**config.mk**
```make
export PLATFORM = sky130hd
export DESIGN_NAME = ifetch_unit
export DESIGN_NICKNAME = d
export VERILOG_FILES = /design/src/rtl/ifetch_pkg.sv /design/src/rtl/ifetch_addr_gen.sv /design/src/rtl/ifetch_len_check.sv /design/src/rtl/ifetch_ir_asm.sv /design/src/rtl/ifetch_unit.sv
export SDC_FILE = /design/constraint.sdc
export NUM_CORES = 1
export LEC_CHECK = 0
export BUFFER_PORTS_ARGS = -buffer_cell sky130_fd_sc_hd__clkbuf_2
export CAP_MARGIN = 30
export CORE_MARGIN = 1.5
export CORE_UTILIZATION = 35
export DETAILED_ROUTE_END_ITERATION = 16
export PLACE_DENSITY = 0.6
export SLEW_MARGIN = 20
export SYNTH_ARGS = -nofsm -noshare
export SYNTH_HDL_FRONTEND = slang
export SYNTH_HIERARCHICAL = 1
export SYNTH_SLANG_ARGS = --single-unit
```
**constraint.sdc**
```tcl
create_clock -name clk -period 4.33 [get_ports clk]
set_input_delay 0.2165 -clock clk [delete_from_list [all_inputs] [get_ports clk]]
set_output_delay 0.2165 -clock clk [all_outputs]
set_load 0.005 [all_outputs]
```
**src/rtl/ifetch_pkg.sv**
```systemverilog
package ifetch_pkg;
  typedef enum logic [2:0] {
    ST_IDLE,
    ST_OPC,
    ST_OPND,
    ST_READY,
    ST_HALT
  } fetch_state_t;

  localparam logic [7:0] HALT_OPCODE = 8'hF4;
endpackage

```
**src/rtl/ifetch_addr_gen.sv**
```systemverilog
module ifetch_addr_gen #(
  parameter int SEG_W     = 16,
  parameter int IP_W      = 16,
  parameter int SEG_SHIFT = 4,
  parameter int ADDR_W    = 20
) (
  input  logic [SEG_W-1:0]  seg,
  input  logic [IP_W-1:0]   ptr,
  output logic [ADDR_W-1:0] addr
);
  logic [ADDR_W-1:0] base;

  always_comb begin
    base = ADDR_W'(seg) << SEG_SHIFT;
    addr = base + ADDR_W'(ptr);
  end
endmodule

```
**src/rtl/ifetch_len_check.sv**
```systemverilog
module ifetch_len_check #(
  parameter int              BYTE_W  = 8,
  parameter int              LKP_W   = 4,
  parameter int              MAX_LEN = 6,
  parameter logic [BYTE_W-1:0] HALT_OP = 8'hF4,
  parameter int              LEN_W   = $clog2(MAX_LEN + 1)
) (
  input  logic [BYTE_W-1:0] opcode,
  input  logic [LKP_W-1:0]  lkp,
  output logic [LEN_W-1:0]  len,
  output logic              illegal,
  output logic              is_halt
);
  always_comb begin
    is_halt = (opcode == HALT_OP);
    illegal = !is_halt && ((lkp == '0) || (lkp > LKP_W'(MAX_LEN)));
    if (is_halt || illegal) len = LEN_W'(1);
    else                    len = lkp[LEN_W-1:0];
  end
endmodule

```
**src/rtl/ifetch_ir_asm.sv**
```systemverilog
module ifetch_ir_asm #(
  parameter int BYTE_W = 8,
  parameter int SLOTS  = 6,
  parameter int IDX_W  = $clog2(SLOTS)
) (
  input  logic                    clk,
  input  logic                    rst,
  input  logic                    first_en,
  input  logic                    next_en,
  input  logic [IDX_W-1:0]        slot,
  input  logic [BYTE_W-1:0]       din,
  output logic [BYTE_W*SLOTS-1:0] ir
);
  localparam int IR_W = BYTE_W * SLOTS;

  for (genvar g = 0; g < SLOTS; g++) begin : g_slot
    always_ff @(posedge clk) begin
      if (rst) begin
        ir[IR_W-1-g*BYTE_W -: BYTE_W] <= '0;
      end else if (first_en) begin
        if (g == 0) ir[IR_W-1-g*BYTE_W -: BYTE_W] <= din;
        else        ir[IR_W-1-g*BYTE_W -: BYTE_W] <= '0;
      end else if (next_en && slot == IDX_W'(g)) begin
        ir[IR_W-1-g*BYTE_W -: BYTE_W] <= din;
      end
    end
  end

  AST_FIRST_CLEARS_TAIL: assert property (@(posedge clk) disable iff (rst)
    first_en |=> ir[IR_W-BYTE_W-1:0] == '0) else $error("tail not cleared");
endmodule

```
**src/rtl/ifetch_unit.sv**
```systemverilog
module ifetch_unit
  import ifetch_pkg::*;
#(
  parameter int SEG_W     = 16,
  parameter int IP_W      = 16,
  parameter int SEG_SHIFT = 4,
  parameter int ADDR_W    = 20,
  parameter int BYTE_W    = 8,
  parameter int MAX_LEN   = 6,
  parameter int LKP_W     = 4
) (
  input  logic                     clk,
  input  logic                     rst,
  input  logic [SEG_W-1:0]         cs_seg,
  input  logic                     ip_load_en,
  input  logic [IP_W-1:0]          ip_load_val,
  output logic                     mem_req,
  output logic [ADDR_W-1:0]        mem_addr,
  input  logic                     mem_ack,
  input  logic [BYTE_W-1:0]        mem_rdata,
  output logic [BYTE_W-1:0]        len_opcode,
  input  logic [LKP_W-1:0]         len_value,
  input  logic                     exec_done,
  output logic                     instr_valid,
  output logic [BYTE_W*MAX_LEN-1:0] instr_reg,
  output logic [$clog2(MAX_LEN+1)-1:0] instr_len,
  output logic [IP_W-1:0]          ip_out,
  output logic                     illegal_len,
  output logic                     halted
);
  localparam int LEN_W = $clog2(MAX_LEN + 1);
  localparam int IDX_W = $clog2(MAX_LEN);

  fetch_state_t     state;
  logic [IP_W-1:0]  ip_q;
  logic [LEN_W-1:0] cnt_q;
  logic [LEN_W-1:0] len_q;
  logic             ill_q;
  logic             halt_pend_q;

  logic [LEN_W-1:0] dec_len;
  logic             dec_ill;
  logic             dec_halt;
  logic             load_go;
  logic             take_opc;
  logic             take_opnd;

  assign load_go    = ip_load_en && (state != ST_HALT);
  assign take_opc   = (state == ST_OPC)  && mem_ack && !load_go;
  assign take_opnd  = (state == ST_OPND) && mem_ack && !load_go;
  assign mem_req    = (state == ST_OPC) || (state == ST_OPND);
  assign instr_valid = (state == ST_READY);
  assign halted     = (state == ST_HALT);
  assign len_opcode = mem_rdata;
  assign ip_out     = ip_q;
  assign instr_len  = len_q;
  assign illegal_len = ill_q;

  ifetch_addr_gen #(
    .SEG_W(SEG_W), .IP_W(IP_W), .SEG_SHIFT(SEG_SHIFT), .ADDR_W(ADDR_W)
  ) u_addr (
    .seg(cs_seg), .ptr(ip_q), .addr(mem_addr)
  );

  ifetch_len_check #(
    .BYTE_W(BYTE_W), .LKP_W(LKP_W), .MAX_LEN(MAX_LEN),
    .HALT_OP(HALT_OPCODE), .LEN_W(LEN_W)
  ) u_len (
    .opcode(mem_rdata), .lkp(len_value),
    .len(dec_len), .illegal(dec_ill), .is_halt(dec_halt)
  );

  ifetch_ir_asm #(
    .BYTE_W(BYTE_W), .SLOTS(MAX_LEN), .IDX_W(IDX_W)
  ) u_ir (
    .clk(clk), .rst(rst),
    .first_en(take_opc), .next_en(take_opnd),
    .slot(cnt_q[IDX_W-1:0]), .din(mem_rdata),
    .ir(instr_reg)
  );

  always_ff @(posedge clk) begin
    if (rst) begin
      state       <= ST_IDLE;
      ip_q        <= '0;
      cnt_q       <= '0;
      len_q       <= '0;
      ill_q       <= 1'b0;
      halt_pend_q <= 1'b0;
    end else if (load_go) begin
      ip_q  <= ip_load_val;
      ill_q <= 1'b0;
      state <= ST_OPC;
    end else begin
      unique case (state)
        ST_IDLE: state <= ST_OPC;
        ST_OPC: if (mem_ack) begin
          ip_q        <= ip_q + IP_W'(1);
          len_q       <= dec_len;
          ill_q       <= dec_ill;
          halt_pend_q <= dec_halt;
          cnt_q       <= LEN_W'(1);
          state       <= (dec_len == LEN_W'(1)) ? ST_READY : ST_OPND;
        end
        ST_OPND: if (mem_ack) begin
          ip_q  <= ip_q + IP_W'(1);
          cnt_q <= cnt_q + LEN_W'(1);
          if (cnt_q + LEN_W'(1) == len_q) state <= ST_READY;
        end
        ST_READY: if (exec_done) state <= halt_pend_q ? ST_HALT : ST_OPC;
        ST_HALT: state <= ST_HALT;
        default: state <= ST_IDLE;
      endcase
    end
  end

  AST_REQ_HOLD: assert property (@(posedge clk) disable iff (rst)
    mem_req && !mem_ack && !ip_load_en |=> mem_req && $stable(mem_addr)) else $error("request dropped");
  AST_IP_STEP: assert property (@(posedge clk) disable iff (rst)
    mem_req && mem_ack && !ip_load_en |=> ip_out == IP_W'($past(ip_out) + IP_W'(1))) else $error("ip step");
  AST_VALID_HOLD: assert property (@(posedge clk) disable iff (rst)
    instr_valid && !exec_done && !ip_load_en |=> instr_valid && $stable(instr_reg)) else $error("valid hold");
  AST_NO_REQ_WHILE_VALID: assert property (@(posedge clk) disable iff (rst)
    instr_valid |-> !mem_req) else $error("req while valid");
  AST_LOAD_LANDS: assert property (@(posedge clk) disable iff (rst)
    ip_load_en && !halted |=> ip_out == $past(ip_load_val) && mem_req) else $error("load");
  AST_HALT_QUIET: assert property (@(posedge clk) disable iff (rst)
    halted |-> !mem_req && !instr_valid) else $error("halt quiet");
  AST_HALT_STICKY: assert property (@(posedge clk) disable iff (rst)
    halted |=> halted && $stable(ip_out)) else $error("halt sticky");
  AST_LEN_RANGE: assert property (@(posedge clk) disable iff (rst)
    instr_valid |-> instr_len >= LEN_W'(1) && instr_len <= LEN_W'(MAX_LEN)) else $error("len range");
endmodule

```
==> results.json <==
{
  "status": "complete, no violations",
  "max_stage_delay_ns": 0.46,
  "clk_latency_ns": 0.34,
  "grt_pass1_vias": 3886,
  "ctsLongestPathBuffers": 2,
  "synthMuxAreaShare_pct": 5.10,
  "cp-end-kind": "output pin",
  "synth_ff_type": "dfxtp_1",
  "skew_ns": 0.00550,
  "yosysSeqAreaShare_pct": 34.8,
  "syn_avg_cell_area_sq_um": 8.65,
  "synth-compound-area-share_pct": 16.9,
  "finalWirelength_um": 11300,
  "period_minus_slack_ns": 2.81,
  "fin_ws_ns": 1.52,
  "cts_root_buf": "clkbuf_16",
  "synthXorXnorAreaFrac_pct": 5.07,
  "wl_per_cell_um": 14.7,
  "avgViaCountPerCell": 5.41,
  "cts_setup_buffers": 0,
  "clock-sinks": 75,
  "grt_pass1_wl_um": 18600,
  "endpoint": "mem_addr[16]",
  "num_vias": 4172,
  "path_max_fanout": 8,
  "hold_ws_ns": 0.153,
  "cp_slowest_cell": "fa_1",
  "die_area_sq_mm": 0.0130,
  "synth.area.top_cells": "dfxtp_1, nand3_1, mux2i_1, ha_1, o21ai_0",
  "dp_hpwl_um": 8680,
  "core_sq_mm": 0.0120,
  "final.setup.tns_ns": 0,
  "synthTopCellsByCount": "dfxtp_1, nand3_1, nor2_1, o21ai_0, nand2_1",
  "grt_antenna_before_repair": 0,
  "antennaDiodeCount": 0,
  "instances_no_fill": 771,
  "drtAntennaViolNets": 0,
  "setup_violations": 0,
  "grt_max_degree": 48,
  "crit_start": "ip_out[4]",
  "synth.distinct_cells": 66,
  "reg2reg_depth": 5,
  "synth_top_area_cell": "dfxtp_1",
  "timing.rr.end": "u_ir/ir[1]",
  "clk_pin_slew_worst_paths_ns": 0.06,
  "post-route-period-util_pct": 64.8,
  "cap_viol_max_count": 0,
  "synth-adder-area-share_pct": 4.52,
  "slew_viol_final": 0,
  "netlist.area_leader.share_pct": 34.8,
  "start_util_pct": 35.9,
  "overflow": 0,
  "synth_area_sq_mm": 0.00432,
  "hold_viol_final": 0,
  "worst_pin_slew_ns": 0.874,
  "synth_top_family_by_area": "simple AND/OR/NAND/NOR gates",
  "post-synth-top-count-cell": "dfxtp_1",
  "rsz0062_at_grt": "false",
  "layout.nets": 683,
  "cts_resized": 0,
  "fin_area_sq_mm": 0.00532,
  "track_usage_pct": 17.8,
  "place.gp.congestion": 0.821,
  "area_delta_synth_final_pct": 23.2,
  "rows": 40,
  "drive_above_1_share_pct": 29.5,
  "cts_hold_buf": 0,
  "place_area_sq_mm": 0.00503,
  "start_kind": "flop",
  "dr.pass1.iters": 4,
  "ys_seq_elements": 75,
  "yosysWarningCount": 6,
  "hold_class": "input port to flop",
  "crit_chain": "ha_1, fa_1, a21o_1, a221oi_4, nor3_1, nor3_1, clkbuf_2",
  "dieWidth_um": 114,
  "peakVddDrop_v": 0.000159,
  "yosys.area_share.simple_pct": 27.6,
  "cellPowerDensity_mw_per_mm2": 336,
  "max_freq_ghz": 0.356,
  "arrival_ns": 2.59,
  "syn_nets": 563,
  "dpl.cell_count": 755,
  "die_h_um": 114,
  "route.detailed.drc": 0,
  "ys_async_sr_fraction_pct": 0,
  "slew_headroom_pct": 41.7,
  "p_leak_uw": 0.00228,
  "crit_top_cell": "nor3_1",
  "place_ws_ns": 1.82,
  "ioPinCount": 148,
  "io_buffers": 147,
  "cts_made_buffers": 9,
  "r2r_setup_slack_ns": 1.81,
  "worstSetupPathType": "flop to output pin",
  "h-tree-depth": 3,
  "synth_edf_count": 0,
  "cts_tree": "done",
  "cp.required_ns": 4.11,
  "r2r_start": "state[1]",
  "syn_inst": 499,
  "drt_iter0_drc": 257
}
[power by group]
part	total (uW)	internal [uW]	switching, uW
Sequential	743	709	33.6
Clock	726	403	323
Combinational	320	142	178
Total	1790	1250	534
[worst min path at each step]
stage	to	startpoint	cells after the start
floorplan	u_ir/ir[32]	mem_rdata[0]	2
global placement	u_ir/ir[7]	u_ir/ir[7]	2
detailed placement	u_ir/ir[7]	u_ir/ir[7]	2
CTS	ip_out[11]	ip_load_val[11]	3
global route	ip_out[11]	ip_load_val[11]	3
finish	ip_out[14]	ip_load_val[14]	3
[logic make-up after synthesis]
| kind of cell | after synthesis |
|---|---|
| and+or+nand+nor | 208 |
| AOI/OAI and AO/OA | 106 |
| DFF | 75 |
| buffers and inverters | 48 |
| xor gates and xnor gates | 25 |
| muxes | 22 |
| adders and majority gates | 15 |
[registers in the layout (all words and copies together), names as in the netlist]
register     cells
halt_pend_q      1
ip_out          16
state            3
u_ir/ir         48
cnt_q            3
illegal_len      1
instr_len        3
[layout by cell type (no fill, tap or decap), types with 5 or more instances in the layout]
cell type and n:
nand2_1 26, ha_1 14, a211oi_1 11, nand3_1 46, a21o_1 5, xnor2_1 12
nand2b_1 23, a22oi_1 5, or3_1 6, clkbuf_2 147, nand4_1 12, o21ai_0 35
inv_1 9, a311oi_1 5, a31oi_1 5, dfxtp_1 75, nor3_1 12, a21oi_1 16
xor2_1 13, nor3b_1 5, nor2_1 39, mux2i_1 22, clkbuf_16 9
[worst max-delay path: cells and delay by family, from the launching register on]
family / cells / cell delay, ns
AND/OR/NAND/NOR: 2 / 0.37
AO/OA/AOI/OAI: 2 / 0.65
buffers and inverters: 1 / 0.16
adder cells (fa/ha/maj): 2 / 0.71
flip-flops: 1 / 0.36
[through the flow]
step                power [uW]  util [%]
floorplan                  962         -
finish                    1790      44.3
CTS                       1810      44.3
global placement          1070      41.8
detailed placement        1080      41.8
global route              1880      44.3
[per-layer routing]
metal / part of all wire (%) / vias to the layer above / GRT usage, %
li1: - / 2080 / -
met2: 49 / 128 / 30.6
met3: 5.2 / 13 / 2.98
met5: 0 / - / 0
met4: 1.4 / 0 / 6.50
met1: 44 / 1951 / 22.5
[layout make-up]
| cell class | instances | area, sq um |
|---|---|---|
| repair buffers | 148 | 743 |
| clock inverters | 7 | 65.1 |
| well taps | 147 | 184 |
| fillers | 1230 | 6700 |
| clock buffers | 9 | 225 |
| inverters | 9 | 33.8 |
| flip-flops and latches | 75 | 1500 |
| multi-input cells | 376 | 2560 |
Power figures use the tool's default switching activity.
